File: src/rtl/uart_rx_stats_pkg.sv
package uart_rx_stats_pkg;
  localparam int MAX_BITS = 9;

  typedef enum logic [2:0] {
    ST_IDLE, ST_START, ST_DATA, ST_PAR, ST_STOP1, ST_STOP2
  } rx_state_t;

  typedef enum logic [1:0] {
    PAR_NONE = 2'd0, PAR_ODD = 2'd1, PAR_EVEN = 2'd2, PAR_NONE_ALT = 2'd3
  } par_mode_t;

  typedef struct packed {
    logic                word_done;
    logic                frame_err;
    logic                par_err;
    logic                stop_err;
    logic [MAX_BITS-1:0] word;
  } rx_event_t;

  function automatic logic [3:0] len_from_code(input logic [1:0] code);
    case (code)
      2'd0:    len_from_code = 4'd7;
      2'd2:    len_from_code = 4'd9;
      default: len_from_code = 4'd8;
    endcase
  endfunction
endpackage

File: src/rtl/uart_rx_sync.sv
module uart_rx_sync #(
  parameter int STAGES = 2
) (
  input  logic clk,
  input  logic rst,
  input  logic d,
  output logic q
);
  logic [STAGES-1:0] pipe;

  always_ff @(posedge clk) begin
    if (rst) pipe <= '1;
    else     pipe <= {pipe[STAGES-2:0], d};
  end

  assign q = pipe[STAGES-1];
endmodule

File: src/rtl/uart_rx_frame.sv
module uart_rx_frame
  import uart_rx_stats_pkg::*;
#(
  parameter int DIV_W = 16
) (
  input  logic             clk,
  input  logic             rst,
  input  logic             run_en,
  input  logic [DIV_W-1:0] cfg_div,
  input  logic [1:0]       cfg_len,
  input  logic [1:0]       cfg_par,
  input  logic             cfg_two_stop,
  input  logic             rx_s,
  output rx_event_t        evt
);
  rx_state_t           state;
  logic [DIV_W-1:0]    cnt;
  logic [3:0]          bidx;
  logic [3:0]          nbits;
  par_mode_t           pmode;
  logic                two_stop;
  logic                rx_q;
  logic                p_acc;
  logic                perr;
  logic                serr;
  logic [MAX_BITS-1:0] sh;

  logic [DIV_W-1:0] half_m1;
  logic [DIV_W-1:0] full_m1;
  logic             bit_end;
  logic [MAX_BITS-1:0] aligned;

  assign half_m1 = (cfg_div >> 1) - 1'b1;
  assign full_m1 = cfg_div - 1'b1;
  assign bit_end = (cnt == full_m1);

  always_comb begin
    case (nbits)
      4'd7:    aligned = {2'b00, sh[MAX_BITS-1:2]};
      4'd8:    aligned = {1'b0, sh[MAX_BITS-1:1]};
      default: aligned = sh;
    endcase
  end

  always_ff @(posedge clk) begin
    if (rst) begin
      state    <= ST_IDLE;
      cnt      <= '0;
      bidx     <= '0;
      nbits    <= 4'd8;
      pmode    <= PAR_NONE;
      two_stop <= 1'b0;
      rx_q     <= 1'b1;
      p_acc    <= 1'b0;
      perr     <= 1'b0;
      serr     <= 1'b0;
      sh       <= '0;
      evt      <= '0;
    end else begin
      rx_q          <= rx_s;
      evt.word_done <= 1'b0;
      evt.frame_err <= 1'b0;
      case (state)
        ST_IDLE: begin
          cnt <= '0;
          if (run_en && rx_q && !rx_s) begin
            state    <= ST_START;
            nbits    <= len_from_code(cfg_len);
            pmode    <= par_mode_t'(cfg_par);
            two_stop <= cfg_two_stop;
            bidx     <= '0;
            p_acc    <= 1'b0;
            perr     <= 1'b0;
            serr     <= 1'b0;
          end
        end
        ST_START: begin
          if (cnt == half_m1) begin
            cnt <= '0;
            if (!rx_s) state <= ST_DATA;
            else begin
              state         <= ST_IDLE;
              evt.frame_err <= 1'b1;
            end
          end else cnt <= cnt + 1'b1;
        end
        ST_DATA: begin
          if (bit_end) begin
            cnt   <= '0;
            sh    <= {rx_s, sh[MAX_BITS-1:1]};
            p_acc <= p_acc ^ rx_s;
            if (bidx == nbits - 4'd1) begin
              state <= (pmode == PAR_ODD || pmode == PAR_EVEN) ? ST_PAR : ST_STOP1;
            end else bidx <= bidx + 4'd1;
          end else cnt <= cnt + 1'b1;
        end
        ST_PAR: begin
          if (bit_end) begin
            cnt   <= '0;
            perr  <= (pmode == PAR_ODD) ? ~(p_acc ^ rx_s) : (p_acc ^ rx_s);
            state <= ST_STOP1;
          end else cnt <= cnt + 1'b1;
        end
        ST_STOP1, ST_STOP2: begin
          if (bit_end) begin
            cnt <= '0;
            if (state == ST_STOP1 && two_stop) begin
              serr  <= ~rx_s;
              state <= ST_STOP2;
            end else begin
              evt.word_done <= 1'b1;
              evt.word      <= aligned;
              evt.par_err   <= perr;
              evt.stop_err  <= serr | ~rx_s;
              state         <= ST_IDLE;
            end
          end else cnt <= cnt + 1'b1;
        end
        default: state <= ST_IDLE;
      endcase
    end
  end
endmodule

File: src/rtl/uart_rx_tally.sv
module uart_rx_tally
  import uart_rx_stats_pkg::*;
#(
  parameter int CNT_W = 32,
  parameter int ERR_W = 16
) (
  input  logic                clk,
  input  logic                rst,
  input  logic                clear,
  input  rx_event_t           evt,
  output logic [CNT_W-1:0]    word_count,
  output logic [31:0]         checksum,
  output logic [MAX_BITS-1:0] last_word,
  output logic [ERR_W-1:0]    parity_errs,
  output logic [ERR_W-1:0]    stop_errs,
  output logic [ERR_W-1:0]    frame_errs
);
  always_ff @(posedge clk) begin
    if (rst || clear) begin
      word_count  <= '0;
      checksum    <= '0;
      last_word   <= '0;
      parity_errs <= '0;
      stop_errs   <= '0;
      frame_errs  <= '0;
    end else begin
      if (evt.word_done) begin
        word_count <= word_count + 1'b1;
        checksum   <= checksum + {{(32-MAX_BITS){1'b0}}, evt.word};
        last_word  <= evt.word;
        if (evt.par_err)  parity_errs <= parity_errs + 1'b1;
        if (evt.stop_err) stop_errs   <= stop_errs + 1'b1;
      end
      if (evt.frame_err) frame_errs <= frame_errs + 1'b1;
    end
  end
endmodule

File: src/rtl/uart_rx_stats.sv
module uart_rx_stats
  import uart_rx_stats_pkg::*;
#(
  parameter int DIV_W       = 16,
  parameter int CNT_W       = 32,
  parameter int ERR_W       = 16,
  parameter int SYNC_STAGES = 2,
  parameter bit HAS_RTS     = 1'b1
) (
  input  logic                clk,
  input  logic                rst,
  input  logic                run_en,
  input  logic                stat_clear,
  input  logic [DIV_W-1:0]    cfg_div,
  input  logic [1:0]          cfg_len,
  input  logic [1:0]          cfg_par,
  input  logic                cfg_two_stop,
  input  logic                rxd,
  output logic                rts_n,
  output logic [CNT_W-1:0]    word_count,
  output logic [31:0]         checksum,
  output logic [MAX_BITS-1:0] last_word,
  output logic [ERR_W-1:0]    parity_errs,
  output logic [ERR_W-1:0]    stop_errs,
  output logic [ERR_W-1:0]    frame_errs
);
  logic      rx_s;
  rx_event_t evt;

  uart_rx_sync #(.STAGES(SYNC_STAGES)) i_sync (
    .clk(clk), .rst(rst), .d(rxd), .q(rx_s)
  );

  uart_rx_frame #(.DIV_W(DIV_W)) i_frame (
    .clk(clk), .rst(rst), .run_en(run_en), .cfg_div(cfg_div),
    .cfg_len(cfg_len), .cfg_par(cfg_par), .cfg_two_stop(cfg_two_stop),
    .rx_s(rx_s), .evt(evt)
  );

  uart_rx_tally #(.CNT_W(CNT_W), .ERR_W(ERR_W)) i_tally (
    .clk(clk), .rst(rst), .clear(stat_clear), .evt(evt),
    .word_count(word_count), .checksum(checksum), .last_word(last_word),
    .parity_errs(parity_errs), .stop_errs(stop_errs), .frame_errs(frame_errs)
  );

  generate
    if (HAS_RTS) begin : g_rts
      always_ff @(posedge clk) begin
        if (rst) rts_n <= 1'b1;
        else     rts_n <= ~run_en;
      end
    end else begin : g_no_rts
      assign rts_n = 1'b1;
    end
  endgenerate
endmodule

File: config.mk
export PLATFORM = sky130hd
export DESIGN_NAME = uart_rx_stats
export DESIGN_NICKNAME = d
export VERILOG_FILES = /design/src/rtl/uart_rx_stats_pkg.sv /design/src/rtl/uart_rx_sync.sv /design/src/rtl/uart_rx_frame.sv /design/src/rtl/uart_rx_tally.sv /design/src/rtl/uart_rx_stats.sv
export SDC_FILE = /design/constraint.sdc
export NUM_CORES = 1
export LEC_CHECK = 0
export CORE_MARGIN = 2
export CORE_UTILIZATION = 50
export DETAILED_ROUTE_END_ITERATION = 8
export PLACE_DENSITY = 0.79
export SETUP_SLACK_MARGIN = 0.2
export SYNTH_ARGS = -nofsm -noshare
export SYNTH_HDL_FRONTEND = slang
export SYNTH_SLANG_ARGS = --single-unit
File: constraint.sdc
create_clock -name clk -period 10.2 [get_ports clk]
set_input_delay 2.55 -clock clk [delete_from_list [all_inputs] [get_ports clk]]
set_output_delay 2.55 -clock clk [all_outputs]
set_load 0.02 [all_outputs]
==> results of run 1 <==
==> registers in the layout, indices dropped and copies added (netlist names), 2 cells and up <==
register and cells:
i_tally.parity_errs 16, i_frame.state 3, i_frame.cnt 16, i_frame.evt 13, i_tally.frame_errs 16, i_tally.last_word 9
i_frame.pmode 2, i_frame.bidx 4, i_tally.word_count 32, i_sync.pipe 2, i_tally.stop_errs 16, i_frame.nbits 3
i_tally.checksum 32, i_frame.sh 9
==> final cells by class <==
cell class / count / area (µm²) / area share
Clock inverter: 14 / 179 / 0.0157
Sequential cell: 179 / 3580 / 0.314
Multi-Input combinational cell: 828 / 5310 / 0.465
Tap cell: 229 / 287 / 0.0251
Inverter: 33 / 124 / 0.0109
Clock buffer: 18 / 429 / 0.0376
Timing Repair Buffer: 151 / 1500 / 0.131
==> report_power, final <==
group	internal (mW)	total (mW)	switching [mW]
combinational	0.0274	0.0726	0.0452
clock	0.389	0.671	0.282
sequential	0.701	0.706	0.00455
total	1.12	1.45	0.332
==> kinds of logic after synthesis <==
group,synth area share
AO/OA/AOI/OAI,0.112
XOR/XNOR,0.140
adder cells (fa/ha/maj),0.0305
buffers and inverters,0.0427
flip-flops,0.386
multiplexers,0.0377
AND/OR/NAND/NOR,0.251
==> critical path, delay by kind of cell <==
kind / cells / cell delay [ns]
simple gates: 6 / 2.28
xor+xnor: 1 / 0.15
buf+inv: 1 / 0.57
compound gates: 2 / 0.76
==> worst max path at each step <==
stage,depth (start not counted),end
3_3_place_gp,10,i_frame.bidx[2]
5_1_grt,10,i_frame.bidx[2]
4_1_cts,10,i_frame.bidx[2]
2_1_floorplan,11,i_frame.evt[10]
6_report,10,i_frame.bidx[2]
3_5_place_dp,10,i_frame.bidx[2]
==> metal layers <==
layer | GRT usage | up-vias
li1 | - | 4030
met1 | 0.276 | 3801
met2 | 0.366 | 201
met3 | 0.0321 | 36
met4 | 0.0829 | 0
met5 | 0 | -
==> placed cells by master, fill, tap and decap left out, drive strengths merged, types with 11 or more instances in the layout <==
cell type / synthesis / layout
clkbuf: 48 / 18
nor2: 158 / 158
nor3: 18 / 18
nand4: 22 / 22
xnor2: 72 / 72
a21oi: 51 / 51
mux2i: 35 / 35
dfxtp: 179 / 179
xor2: 76 / 76
nor4: 33 / 33
a211oi: 20 / 20
nor2b: 11 / 11
nand3: 44 / 44
ha: 21 / 21
inv: 33 / 36
o21ai: 28 / 28
or3: 16 / 16
clkdlybuf4s50: 0 / 146
and3: 32 / 32
nand2: 92 / 92
==> Yosys cell counts (6+ instances only) <==
master    count  share of area
dfxtp_1     179           0.39
nor2_1      157          0.063
nand2_1      92          0.037
xor2_1       76          0.072
xnor2_1      72          0.068
a21oi_1      51          0.027
clkbuf_1     48          0.019
nand3_1      44          0.024
mux2i_1      35          0.038
inv_1        33          0.013
nor4_1       33          0.022
and3_1       32          0.022
o21ai_0      28          0.015
nand4_1      22          0.015
ha_1         21          0.028
nor3_1       17         0.0092
or3_1        16          0.011
a211oi_1     13          0.011
nor2b_1      11         0.0074
a22o_1        8         0.0075
a211oi_2      7         0.0094
nand2b_1      7         0.0047
or2_2         7         0.0047
and2_1        6         0.0040
and4_1        6         0.0057
==> metrics.md, run 1 <==
| Metric | Value |
|---|---|
| Initial Util | 0.513 |
| Tcrit/Tclk final | 0.593 |
| Die Wd | 140 µm |
| Syn_nets | 1150 |
| CTS Hold Buffers Added | 0 |
| Total track usage | 0.215 |
| Status | complete, no violations |
| CP startpoint kind | primary input |
| Post-CTS setup buffer count | 0 |
| PwrDens | 127 nW/µm² |
| Die footprint | 19700 µm² |
| Total Power | 1.45 mW |
| Core ar. | 18100 µm² |
| Min cycle time layout | 6.05 ns |
| Routed met2 length | 10000 µm |
| Starting DRT DRC Count | 439 |
| Max Used Layer | met4 |
| TritonCTS Buffers | 17 |
| Vias after detailed routing | 8068 |
| Final cell count without fillers | 1452 |
| Utilization after layout | 0.631 |
| Number of enable flip-flop cells after synthesis | 0 |
| Clock H-tree levels | 4 |
| Vias in the first global route | 7523 |
| Worst Path Required | 10.46 ns |
| Cell count of the worst reg-to-reg path | 10 |
| Crit path kind | primary input to flip-flop |
| Critical-path top delay cell | nand4bb_1 |
| Met1 WL | 9540 µm |
| Hold Violations, Final | 0 |
| Fin worst setup slack | 4.15 ns |
| Fin area | 11400 µm² |
| Largest net degree at the start of global routing | 89 |
| Post-CTS Resized | 0 |
| Global-route wire length before repair | 35500 µm |
| Synth warnings | 0 |
| GRT overflow | 0 |
| Post-synthesis cell area | 9280 µm² |
| Max cap viols | 0 |
| Metal3 WL | 991 µm |
| Maximum clock path buffer count | 2 |
| Cells after synthesis | 1102 |
| Max VDD drop | 0.104 mV |
| RR Endpoint | i_tally.checksum[27] |
| Via density | 5.56 |
| RSZ-0062 raised after global routing | no |
| Most used DFF post-synth | dfxtp_1 |
| Setup slack after placement | 3.72 ns |
| Hold Crit Endpoint | i_sync.pipe[1] |
| Fmax | 0.165 GHz |
| R2R Setup Slk | 6.76 ns |
| Area grow syn2layout | 22.8% |
| CTS tree | built |
| WL per Instance | 14.5 µm |
| Worst hold start | i_sync.pipe[0] |
| Layout cells sized above 1 | 0.0482 |
| Critical Path Start | cfg_div[3] |
| Max-slew violations | 0 |
| CTS clk-pin slew, worst paths | 0.07 ns |
| Syn avg cell area | 8.42 µm² |
| Placed cells | 1420 |
| Synthesized flop and latch total | 179 |
| Tightest Pin Transition | 1.08 ns |
| Seq/Total Area, Yosys | 0.386 |
| Antenna Cells | 0 |
| Synth unique cells | 66 |
| Critical-path cell list | clkdlybuf4s50_1 > or3_1 > or4_4 > a2111oi_4 > and3b_1 > nand2_1 > nand4bb_1 > a21oi_1 > xnor2_1 > nor3_1 |
| Worst-Skew Late Latency | 0.42 ns |
| Crit-path max FO | 12 |
| Leak pwr | 3.87 nW |
| Die H | 140 µm |
| Initial antenna violation count | 0 |
| Worst hold-check path type | flip-flop to flip-flop |
| Port Buffers | 147 |
| Row Count | 49 |
| # DRC | 0 |
| Critical Path Max Stage Delay | 0.72 ns |
| Worst hold stages | 1 |
| Nets | 1258 |
| Post-DRT Antenna Nets | 0 |
| Setup TNS | 0 ns |
| Routed WL | 21100 µm |
| Final RePlAce weighted congestion | 0.892 |
| Async S/R FF share, synth | 0 |
| DP HPWL | 15100 µm |
| WHS | 0.419 ns |
| TritonCTS Sinks | 179 |
| Setup violations, final | 0 |
| CTS root buf | clkbuf_16 |
| Fillers | 1517 |
| CP Data Arrival Time | 6.31 ns |
| CP Capture Type | flip-flop |
| Placed Area | 10800 µm² |
| First-pass detailed-route iteration total | 6 |
| Max_slew headroom | 0.280 |
| Ports | 148 |
| RR Startpoint | i_tally.checksum[1] |
| Clk_skew | 0.00793 ns |
Note: power is estimated with default switching activity, not from simulation.
==> run 2: changes to the inputs <==
- clock period: 10.2 -> 6.25 ns (I/O delays scaled with it)
==> metrics.md, run 2 (same netlist as run 1, synthesis figures left out) <==
| Metric | Value |
|---|---|
| Area grow syn2layout | 23.4% |
| Port Buffers | 147 |
| CP Data Arrival Time | 5.09 ns |
| Critical-path top delay cell | clkdlybuf4s50_1 |
| Critical Path Max Stage Delay | 0.58 ns |
| Fmax | 0.207 GHz |
| Layout cells sized above 1 | 0.0506 |
| CTS tree | built |
| First-pass detailed-route iteration total | 6 |
| Worst-Skew Late Latency | 0.44 ns |
| Clk_skew | 0.0118 ns |
| # DRC | 0 |
| Die H | 140 µm |
| Setup TNS | 0 ns |
| Crit-path max FO | 16 |
| Maximum clock path buffer count | 2 |
| Critical-path cell list | clkdlybuf4s50_1 > nor4_1 > and3_1 > a31oi_1 > a2111oi_0 > o2111ai_1 > a2111oi_2 > nor2b_1 > nor3_4 > nor4_1 |
| Post-DRT Antenna Nets | 0 |
| Ports | 148 |
| Placed cells | 1422 |
| CTS root buf | clkbuf_16 |
| Row Count | 49 |
| WL per Instance | 15.0 µm |
| Core ar. | 18100 µm² |
| Commonest non-fill, non-tap cell in the layout | dfxtp_1 |
| Final RePlAce weighted congestion | 0.933 |
| Clock H-tree levels | 4 |
| Die footprint | 19700 µm² |
| Commonest cells after routing, fill and taps aside | dfxtp_1, nor2_1, clkdlybuf4s50_1 |
| CP startpoint kind | primary input |
| Fin worst setup slack | 1.42 ns |
| Via density | 5.67 |
| Fin area | 11500 µm² |
| TritonCTS Buffers | 17 |
| DP HPWL | 15500 µm |
| Top Registers | i_tally.checksum: 32 flops, i_tally.word_count: 32 flops |
| RSZ-0062 raised after global routing | no |
| Max VDD drop | 0.154 mV |
| Hold Violations, Final | 0 |
| CP most frequent cell | nor4_1 |
| Min cycle time layout | 4.83 ns |
| TritonCTS Sinks | 179 |
| CTS clk-pin slew, worst paths | 0.06 ns |
| Setup violations, final | 0 |
| Vias after detailed routing | 8239 |
| CP Capture Type | flip-flop |
| GRT overflow | 0 |
| Crit path kind | primary input to flip-flop |
| Die Wd | 140 µm |
| Tightest Pin Transition | 1.09 ns |
| Starting DRT DRC Count | 636 |
| Max_slew headroom | 0.276 |
| R2R Setup Slk | 2.71 ns |
| Global-route wire length before repair | 35500 µm |
| Leak pwr | 3.89 nW |
| Max-slew violations | 0 |
| Initial Util | 0.513 |
| Max cap viols | 0 |
| Worst Path Required | 6.51 ns |
| Post-CTS setup buffer count | 0 |
| PwrDens | 211 nW/µm² |
| Total track usage | 0.216 |
| Setup slack after placement | 1.06 ns |
| Worst hold-check path type | flip-flop to flip-flop |
| Status | complete, no violations |
| Tcrit/Tclk final | 0.773 |
| Final cell count without fillers | 1454 |
| Largest net degree at the start of global routing | 93 |
| Antenna Cells | 0 |
| Initial antenna violation count | 1 |
| CTS Hold Buffers Added | 0 |
| Placed Area | 10800 µm² |
| Routed WL | 21800 µm |
| Vias in the first global route | 7468 |
| Post-CTS Resized | 0 |
| Nets | 1260 |
==> run 2: changes by cell type in the layout (fill, tap and decap cells not counted), sizes merged <==
cell    delta
buf        +2
bufinv     +1
clkinv     -2
inv        +1
==> run 2: cell type report <==
cell class / count / area, µm²
tap: 229 / 287
timing repair buffer: 153 / 1510
clock inverter: 14 / 201
clock buffer: 18 / 439
inverter: 33 / 124
sequential: 179 / 3580
multi-input combinational: 828 / 5310
fill: 1472 / 6640
==> run 2: metal layers <==
layer,vias up,global-route usage,share of wire
li1,4052,-,-
met1,3867,0.272,0.44
met2,284,0.381,0.49
met3,34,0.0397,0.062
met4,2,0.0617,0.014
met5,-,0,0.00046
==> run 2: per-stage QoR <==
stage	hold slack, ns	total power, mW	utilization
floorplan	0.389	1.26	-
global placement	0.399	1.29	0.598
detailed placement	0.394	1.30	0.598
CTS	0.416	2.44	0.633
global route	0.432	2.49	0.633
finish	0.413	2.42	0.633
==> run 2: critical path, delay by kind of cell <==
family,cells,cell delay (ns)
AND/OR/NAND/NOR,5,1.81
AO/OA/AOI/OAI,4,1.12
buffers and inverters,1,0.58
==> run 2: final timing paths <==
kind / startpoint / end / cells past startpoint
setup / recovery: cfg_div[6] / i_frame.cnt[15] / 10
hold / removal: i_sync.pipe[0] / i_sync.pipe[1] / 1
setup reg to reg: i_frame.evt[1] / i_tally.checksum[27] / 10
hold reg to reg: i_sync.pipe[0] / i_sync.pipe[1] / 1
==> run 2: power breakdown <==
part | internal [mW] | total (mW) | switching [mW]
clock | 0.686 | 1.15 | 0.463
sequential | 1.14 | 1.15 | 0.00788
combinational | 0.0452 | 0.120 | 0.0748
==> run 3: changes to the inputs <==
- CORE_UTILIZATION: 50 -> 49
- PLACE_DENSITY: 0.79 -> 0.81
- clock period: 6.25 -> 4.3 ns (I/O delays scaled with it)
==> metrics.md, run 3 (same netlist as run 1, synthesis figures left out) <==
| Metric | Value |
|---|---|
| DP HPWL | 16100 µm |
| Worst hold-check path type | flip-flop to flip-flop |
| Sw Ratio | 0.232 |
| Top Registers | i_tally.checksum: 32 flops, i_tally.word_count: 32 flops |
| CP startpoint kind | primary input |
| Setup violations, final | 0 |
| Routed WL | 21800 µm |
| Ports | 148 |
| Max cap viols | 0 |
| CTS tree | built |
| Multi-input logic area | 5310 µm² |
| Total Power | 3.34 mW |
| Clk_skew | 0.0107 ns |
| TritonCTS Buffers | 17 |
| Setup slack after placement | 0.0381 ns |
| Core ar. | 18600 µm² |
| TritonCTS Sinks | 179 |
| Status | complete, no violations |
| Crit-path max FO | 20 |
| RSZ-0062 raised after global routing | no |
| Pint | 2.57 mW |
| CP Data Arrival Time | 4.11 ns |
| Tcrit/Tclk final | 0.889 |
| Port Buffers | 147 |
| Clock H-tree levels | 4 |
| Clk pwr share | 0.440 |
| CTS Hold Buffers Added | 0 |
| WL per Instance | 14.7 µm |
| Nets | 1288 |
| CTS root buf | clkbuf_16 |
| Commonest non-fill, non-tap cell in the layout | dfxtp_1 |
| Antenna Cells | 0 |
| Initial Util | 0.498 |
| Die H | 142 µm |
| Min cycle time layout | 3.82 ns |
| Reg power frac | 0.501 |
| Die footprint | 20100 µm² |
| Register area | 3580 µm² |
| Largest net degree at the start of global routing | 60 |
| CTS clk-pin slew, worst paths | 0.06 ns |
| Setup TNS | 0 ns |
| WHS | 0.444 ns |
| # DRC | 0 |
| Post-DRT Antenna Nets | 0 |
| Die Wd | 142 µm |
| CP Capture Type | flip-flop |
| Max VDD drop | 0.241 mV |
| Total track usage | 0.218 |
| Fin worst setup slack | 0.479 ns |
| Layout cells sized above 1 | 0.0711 |
| Worst Path Required | 4.58 ns |
| Global-route wire length before repair | 36400 µm |
| Fillers | 1532 |
| Crit path kind | primary input to flip-flop |
| Max-slew violations | 0 |
| Maximum clock path buffer count | 2 |
| Leak pwr | 4.02 nW |
| Vias in the first global route | 7849 |
| Vias after detailed routing | 8241 |
| Max_slew headroom | 0.466 |
| Initial antenna violation count | 0 |
| Switch Pwr | 0.777 mW |
| Area grow syn2layout | 25.2% |
| Hold Violations, Final | 0 |
| Starting DRT DRC Count | 448 |
| Fmax | 0.262 GHz |
| Post-CTS Resized | 0 |
| Row Count | 50 |
| Via density | 5.55 |
| First-pass detailed-route iteration total | 5 |
| Post-CTS setup buffer count | 0 |
| Final RePlAce weighted congestion | 0.898 |
| Tightest Pin Transition | 0.793 ns |
| GRT overflow | 0 |
| PwrDens | 288 nW/µm² |
| Logic gate share of total power | 0.059 |
| Commonest cells after routing, fill and taps aside | dfxtp_1, nor2_1, clkdlybuf4s50_1 |
| Worst-Skew Late Latency | 0.42 ns |
## run 3: area by class of cell
| cell class | count | share of cell area |
|---|---|---|
| Clock inverter | 13 | 0.0108 |
| Clock buffer | 18 | 0.0378 |
| Multi-Input combinational cell | 828 | 0.457 |
| Sequential cell | 179 | 0.308 |
| Inverter | 33 | 0.0107 |
| Tap cell | 234 | 0.0252 |
| Timing Repair Buffer | 181 | 0.150 |
## run 3: final timing paths
check                                       endpoint      startpoint  cells past startpoint  slack [ns]
worst min register to register        i_sync.pipe[1]  i_sync.pipe[0]                      1        0.44
worst max register to register  i_tally.checksum[20]  i_frame.evt[0]                     13        0.94
worst min-delay path                  i_sync.pipe[1]  i_sync.pipe[0]                      1        0.44
worst max-delay path                  i_frame.evt[7]      cfg_div[0]                     11        0.48
## run 3: routing by layer
| metal | vias up | track usage | part of all wire |
|---|---|---|---|
| met5 | - | 0 | 0 |
| met1 | 3869 | 0.276 | 0.44 |
| met3 | 24 | 0.0422 | 0.054 |
| li1 | 4088 | - | - |
| met4 | 0 | 0.0584 | 0.0085 |
| met2 | 260 | 0.381 | 0.49 |
## run 3: critical path, stage by stage
cell,delay [ns]
clkdlybuf4s50_1,0.42
inv_1,0.09
ha_1,0.20
nand2b_1,0.09
or4_4,0.55
a2111oi_4,0.38
and3b_1,0.25
and4_4,0.31
and4_4,0.42
mux2i_1,0.25
nor2_1,0.05
## run 3: power groups by stage
stage / registers (mW) / clock network, mW / logic, mW
3_5_place_dp: 1.71 / 0 / 0.196
5_1_grt: 1.67 / 1.57 / 0.217
3_3_place_gp: 1.71 / 0 / 0.193
6_report: 1.67 / 1.47 / 0.197
2_1_floorplan: 1.71 / 0 / 0.125
4_1_cts: 1.67 / 1.50 / 0.197
## run 3: through the flow
step,util,cell area (µm²),cells
floorplan,-,9280,1102
global route,0.623,11600,1486
detailed placement,0.593,11100,1455
finish,0.623,11600,1486
CTS,0.623,11600,1486
global placement,0.593,11100,1455
